## src/rtl/acc_alu_pkg.sv

```systemverilog
package acc_alu_pkg;

  localparam int unsigned OP_N   = 9;
  localparam int unsigned OP_AND = 0;
  localparam int unsigned OP_ADD = 1;
  localparam int unsigned OP_LDR = 2;
  localparam int unsigned OP_LIN = 3;
  localparam int unsigned OP_CMP = 4;
  localparam int unsigned OP_SHR = 5;
  localparam int unsigned OP_SHL = 6;
  localparam int unsigned OP_INC = 7;
  localparam int unsigned OP_CLR = 8;

  // Sum with carry: {carry, sum}
  function automatic logic [16:0] fn_add16(input logic [15:0] a, input logic [15:0] b);
    return {1'b0, a} + {1'b0, b};
  endfunction

  // Rotate right through link: {new_link, new_acc}
  function automatic logic [16:0] fn_rot_r(input logic [15:0] a, input logic lk);
    return {a[0], lk, a[15:1]};
  endfunction

  // Rotate left through link: {new_link, new_acc}
  function automatic logic [16:0] fn_rot_l(input logic [15:0] a, input logic lk);
    return {a[15], a[14:0], lk};
  endfunction

endpackage

```

## src/rtl/acc_alu_ctrl.sv

```systemverilog
module acc_alu_ctrl
  import acc_alu_pkg::*;
(
  input  logic            clk,
  input  logic            rst_n,
  input  logic [OP_N-1:0] op_sel,
  output logic            ac_load,
  output logic            ac_incr,
  output logic            ac_zero
);

  logic [OP_N-1:0] load_mask;

  always_comb begin
    load_mask = '0;
    for (int i = 0; i < OP_N; i++) begin
      load_mask[i] = (i != OP_INC) && (i != OP_CLR);
    end
  end

  assign ac_load = |(op_sel & load_mask);
  assign ac_incr = op_sel[OP_INC];
  assign ac_zero = op_sel[OP_CLR];


  ctrl_excl_chk: assert property (@(posedge clk) disable iff (!rst_n)
    $onehot0(op_sel) |-> $onehot0({ac_load, ac_incr, ac_zero}));


  ctrl_any_chk: assert property (@(posedge clk) disable iff (!rst_n)
    (|op_sel) |-> (ac_load || ac_incr || ac_zero));

endmodule

```

## src/rtl/acc_alu_logic.sv

```systemverilog
module acc_alu_logic
  import acc_alu_pkg::*;
#(
  parameter int unsigned W  = 16,
  parameter int unsigned CW = 8
) (
  input  logic [OP_N-1:0] op_sel,
  input  logic            e_clear,
  input  logic            e_flip,
  input  logic [W-1:0]    ac,
  input  logic [W-1:0]    dr,
  input  logic [CW-1:0]   chr,
  input  logic            e_cur,
  output logic [W-1:0]    ac_nxt,
  output logic            e_nxt,
  output logic            e_from_op
);

  logic [16:0] add_r, rr_r, rl_r;
  logic [W-1:0] chr_merge;

  assign add_r = fn_add16(ac, dr);
  assign rr_r  = fn_rot_r(ac, e_cur);
  assign rl_r  = fn_rot_l(ac, e_cur);

  generate
    if (CW < W) begin : g_merge
      assign chr_merge = {ac[W-1:CW], chr};
    end else begin : g_full
      assign chr_merge = chr[W-1:0];
    end
  endgenerate

  always_comb begin
    ac_nxt = ac;
    unique case (1'b1)
      op_sel[OP_AND]: ac_nxt = ac & dr;
      op_sel[OP_ADD]: ac_nxt = add_r[W-1:0];
      op_sel[OP_LDR]: ac_nxt = dr;
      op_sel[OP_LIN]: ac_nxt = chr_merge;
      op_sel[OP_CMP]: ac_nxt = ~ac;
      op_sel[OP_SHR]: ac_nxt = rr_r[W-1:0];
      op_sel[OP_SHL]: ac_nxt = rl_r[W-1:0];
      op_sel[OP_INC]: ac_nxt = ac + 1'b1;
      op_sel[OP_CLR]: ac_nxt = '0;
      default:        ac_nxt = ac;
    endcase
  end

  assign e_from_op = op_sel[OP_ADD] | op_sel[OP_SHR] | op_sel[OP_SHL];

  always_comb begin
    if (op_sel[OP_ADD])      e_nxt = add_r[16];
    else if (op_sel[OP_SHR]) e_nxt = rr_r[16];
    else if (op_sel[OP_SHL]) e_nxt = rl_r[16];
    else if (e_clear)        e_nxt = 1'b0;
    else if (e_flip)         e_nxt = ~e_cur;
    else                     e_nxt = e_cur;
  end

endmodule

```

## src/rtl/acc_alu_top.sv

```systemverilog
module acc_alu_top
  import acc_alu_pkg::*;
(
  input  logic            clk,
  input  logic            rst_n,
  input  logic [OP_N-1:0] op_sel,
  input  logic            e_clear,
  input  logic            e_flip,
  input  logic [15:0]     dr_in,
  input  logic [7:0]      char_in,
  output logic [15:0]     ac_q,
  output logic            e_q,
  output logic            ac_load,
  output logic            ac_incr,
  output logic            ac_zero
);

  localparam int unsigned W  = 16;
  localparam int unsigned CW = 8;

  logic [W-1:0] ac_nxt;
  logic         e_nxt;
  logic         e_from_op;
  logic         ac_we;

  acc_alu_ctrl u_ctrl (
    .clk     (clk),
    .rst_n   (rst_n),
    .op_sel  (op_sel),
    .ac_load (ac_load),
    .ac_incr (ac_incr),
    .ac_zero (ac_zero)
  );

  acc_alu_logic #(.W(W), .CW(CW)) u_logic (
    .op_sel    (op_sel),
    .e_clear   (e_clear),
    .e_flip    (e_flip),
    .ac        (ac_q),
    .dr        (dr_in),
    .chr       (char_in),
    .e_cur     (e_q),
    .ac_nxt    (ac_nxt),
    .e_nxt     (e_nxt),
    .e_from_op (e_from_op)
  );

  assign ac_we = ac_load | ac_incr | ac_zero;

  always_ff @(posedge clk) begin
    if (!rst_n) begin
      ac_q <= '0;
      e_q  <= 1'b0;
    end else begin
      if (ac_we) ac_q <= ac_nxt;
      e_q <= e_nxt;
    end
  end


  hold_state_chk: assert property (@(posedge clk) disable iff (!rst_n)
    (op_sel == '0 && !e_clear && !e_flip) |=> ($stable(ac_q) && $stable(e_q)));


  clr_result_chk: assert property (@(posedge clk) disable iff (!rst_n)
    op_sel[OP_CLR] |=> (ac_q == '0));


  inc_keeps_e_chk: assert property (@(posedge clk) disable iff (!rst_n)
    (op_sel[OP_INC] && !e_clear && !e_flip) |=> $stable(e_q));


  lin_upper_chk: assert property (@(posedge clk) disable iff (!rst_n)
    op_sel[OP_LIN] |=> (ac_q[15:8] == $past(ac_q[15:8])));


  rot_r_chk: assert property (@(posedge clk) disable iff (!rst_n)
    op_sel[OP_SHR] |=> (ac_q[15] == $past(e_q) && e_q == $past(ac_q[0])));


  rot_l_chk: assert property (@(posedge clk) disable iff (!rst_n)
    op_sel[OP_SHL] |=> (ac_q[0] == $past(e_q) && e_q == $past(ac_q[15])));


  cmp_result_chk: assert property (@(posedge clk) disable iff (!rst_n)
    op_sel[OP_CMP] |=> (ac_q == ~$past(ac_q)));


  e_clear_chk: assert property (@(posedge clk) disable iff (!rst_n)
    (e_clear && !e_from_op) |=> !e_q);

endmodule

```

## config.mk

```make
export PLATFORM = sky130hd
export DESIGN_NAME = acc_alu_top
export DESIGN_NICKNAME = d
export VERILOG_FILES = /design/src/rtl/acc_alu_pkg.sv /design/src/rtl/acc_alu_ctrl.sv /design/src/rtl/acc_alu_logic.sv /design/src/rtl/acc_alu_top.sv
export SDC_FILE = /design/constraint.sdc
export NUM_CORES = 1
export LEC_CHECK = 0
export CORE_UTILIZATION = 47
export DETAILED_ROUTE_END_ITERATION = 12
export HOLD_SLACK_MARGIN = 0.15
export PLACE_DENSITY = 0.78
export REMOVE_ABC_BUFFERS = 1
export SLEW_MARGIN = 40
export SYNTH_ARGS = -nofsm -noshare
export SYNTH_HDL_FRONTEND = slang
export SYNTH_HIERARCHICAL = 1
export SYNTH_SLANG_ARGS = --single-unit
```

## constraint.sdc

```tcl
create_clock -name clk -period 2.5 [get_ports clk]
set_input_delay 0.5 -clock clk [delete_from_list [all_inputs] [get_ports clk]]
set_output_delay 0.5 -clock clk [all_outputs]
set_load 0.02 [all_outputs]
```

==> out/qor.txt <==
Hold Buf Count CTS = 0
Final setup fails = 0
VDD IR-drop max = 301 uV
DIE AREA = 5730 um2
First-pass GRT wire length = 15.4 mm
Post-Route WL = 10.3 mm
Area growth from synthesis to layout = 55.4%
Post-synth EDFFs = 0
Ports = 57
Synth cell types = 49
Clock sink total = 17
Cell area after layout = 3970 um2
GRT Overall Usage = 35.7%
Die Wd = 75.7 um
Crit path cell chain = clkdlybuf4s50_1 > ha_4 > nand2_1 > o21ai_1 > a21o_1 > a211o_1 > xor2_1 > a221o_1 > nand2_1 > mux2i_1
Core ar. = 5170 um2
Total power = 1.58 mW
Post-route DRC violation count = 0
Biggest cell delay along the critical path = 0.53 ns
DRT iter0 DRCs = 521
Startpoint types = input pin
RSZ-0062 raised after global routing = yes
Clock root buffer = clkbuf_8
Largest area contributor in the netlist = dfxtp_1
Endpoint class of the critical path = flip-flop
Largest net degree at the start of global routing = 34
Critical Path RT = 2.67 ns
Syn. warnings = 6
Crit Path Max Fanout = 4
CTS Buffer Depth = 2
Top post-synthesis cells by area = dfxtp_1, mux2i_1, nand2_1
Final Max Slew Viols = 0
CTS tree = done
Skew-Pair Late Insertion Delay = 0.27 ns
Cell Area, Synth = 2550 um2
Tmin final = 2.46 ns
Final core occ = 76.7%
Buffers and inverters on the worst path = 1
Most frequent cells in the layout = buf_4, nand2_1, clkdlybuf4s50_1
Crit path DAT = 2.63 ns
Commonest non-fill, non-tap cell in the layout = buf_4
Final net count = 520
Mean area per synthesized cell = 7.51 um2
Final Hold Vio Count = 0
Final Cycle Share = 98.5%
Max Cap Viol = 0
Fmax achieved = 406 MHz
Register area share after synthesis = 13.3%
Dominant synthesized flop cell = dfxtp_1
Routability cong. = 0.955
DR vias/cell = 6.43
Remaining antenna violation count = 0
Hold Path Class = reg -> reg
Vias in the first global route = 3209
Port Buf Inserts = 56
Critical path's slowest cell = clkdlybuf4s50_1
Total CTS buffers = 3
CP dominant cell by count = nand2_1
Leak pwr = 1.71 nW
Antenna violations before repair = 0
Worst Skew = 0.00819 ns
Setup TNS = 0 ns
Pwr dens = 398 nW/um2
Synth Instances = 340
Top Family by Delay on Critical Path = compound AO/OA/AOI/OAI gates
Status = finished clean
Initial core utilization = 49.3%
H-tree lvl count = 1
Post-synthesis sequential element count = 17
Antenna diodes = 0
DP HPWL = 7.06 mm
Die Y = 75.7 um
Relative slew slack = 71.6%
Post-synth top area share = 13.3%
Synth async-reset ratio = 0%
Cell row count = 26
Share of post-route cells with drive strength above 1 = 27.6%
Worst-margin pin slew = 0.426 ns
Placed Cells incl. Taps = 525
Setup CP Type = in -> reg
Wirelength per Cell = 19.4 um
CTS clk-pin slew, worst paths = 0.08 ns
Cell area after placement = 3730 um2
Finished Layout Cells = 534
Vias post-DR = 3433
Overflow left after global routing = 0
DRT Pass-1 Iters = 6
-- sequential cells by signal (all words and copies together) (netlist names) --
name,count
ac_q,16
e_q,1
-- cells in the mapped netlist, types with 4 or more instances --
cell type,count
a221o_1,8
nor3_1,4
o211ai_1,5
xor2_1,11
dfxtp_1,17
mux2i_1,23
inv_1,12
xnor2_1,13
nand4_1,7
a22oi_1,23
a21oi_1,15
buf_2,5
clkbuf_1,19
and3_1,5
a221oi_1,12
a211o_1,4
o21ai_0,18
nor2_1,9
a222oi_1,4
nand3_1,12
nand2_1,57
a21o_1,6
ha_1,17
-- per-layer routing --
| metal | vias to the layer above | part of all wire [%] | GRT usage, % |
|---|---|---|---|
| met3 | 37 | 7.8 | 5.69 |
| met2 | 241 | 49 | 60.6 |
| met5 | - | 0 | 0 |
| met4 | 0 | 3.1 | 15.0 |
| li1 | 1543 | - | - |
| met1 | 1612 | 40 | 44.8 |
-- layout make-up --
cell class	count	area, um2
clock buffer	3	41.3
multi-input combinational	282	2170
timing repair buffer	149	1270
sequential	17	342
clock inverter	1	5.00
inverter	12	45.0
fill	368	1200
tap	70	87.6
-- cell families after synthesis --
family          after synthesis  synth area share (%)
mux                          25                  9.90
xor+xnor                     24                  8.24
compound gates              109                  31.8
buf+inv                      41                  7.55
flops                        17                  13.3
fa+ha+maj                    18                  9.12
simple gates                106                  20.1
-- power breakdown --
group	total (mW)	switching, mW	leakage (nW)	internal, mW
combinational	1.01	0.507	1.54	0.504
sequential	0.338	0.0379	0.143	0.300
clock	0.231	0.119	0.0255	0.111
total	1.58	0.664	1.71	0.915
-- final timing paths --
path / slack, ns / to / startpoint / cells after the start
setup / recovery: 0.04 / ac_q[12] / dr_in[8] / 10
hold / removal: 0.59 / ac_q[15] / ac_q[15] / 2
setup reg to reg: 0.08 / ac_q[6] / ac_q[0] / 11
hold reg to reg: 0.59 / ac_q[15] / ac_q[15] / 2
-- repair_timing --
| item | CTS | global route |
|---|---|---|
| setup buffers | 3 | 2 |
| pin swaps | 11 | 10 |
| setup endpoints to repair | 9 | 9 |
| resized for setup | 24 | 19 |
-- worst reg2reg max path, stage by stage (launching register included) --
cell	delay (ns)
dfxtp_2	0.34
ha_4	0.16
fa_2	0.34
a21o_1	0.19
a221oi_2	0.30
buf_4	0.18
buf_4	0.10
xor2_1	0.14
o211ai_1	0.12
a221o_1	0.30
nand2_1	0.06
mux2i_1	0.06
-- through the flow --
step / hold slack, ns / setup slack, ns
floorplan: 0.609 / -0.154
global placement: 0.556 / -0.666
detailed placement: 0.575 / -0.746
CTS: 0.589 / 0.000878
global route: 0.621 / -0.0771
finish: 0.593 / 0.0381
No activity file was read; power rests on OpenSTA's default activity.
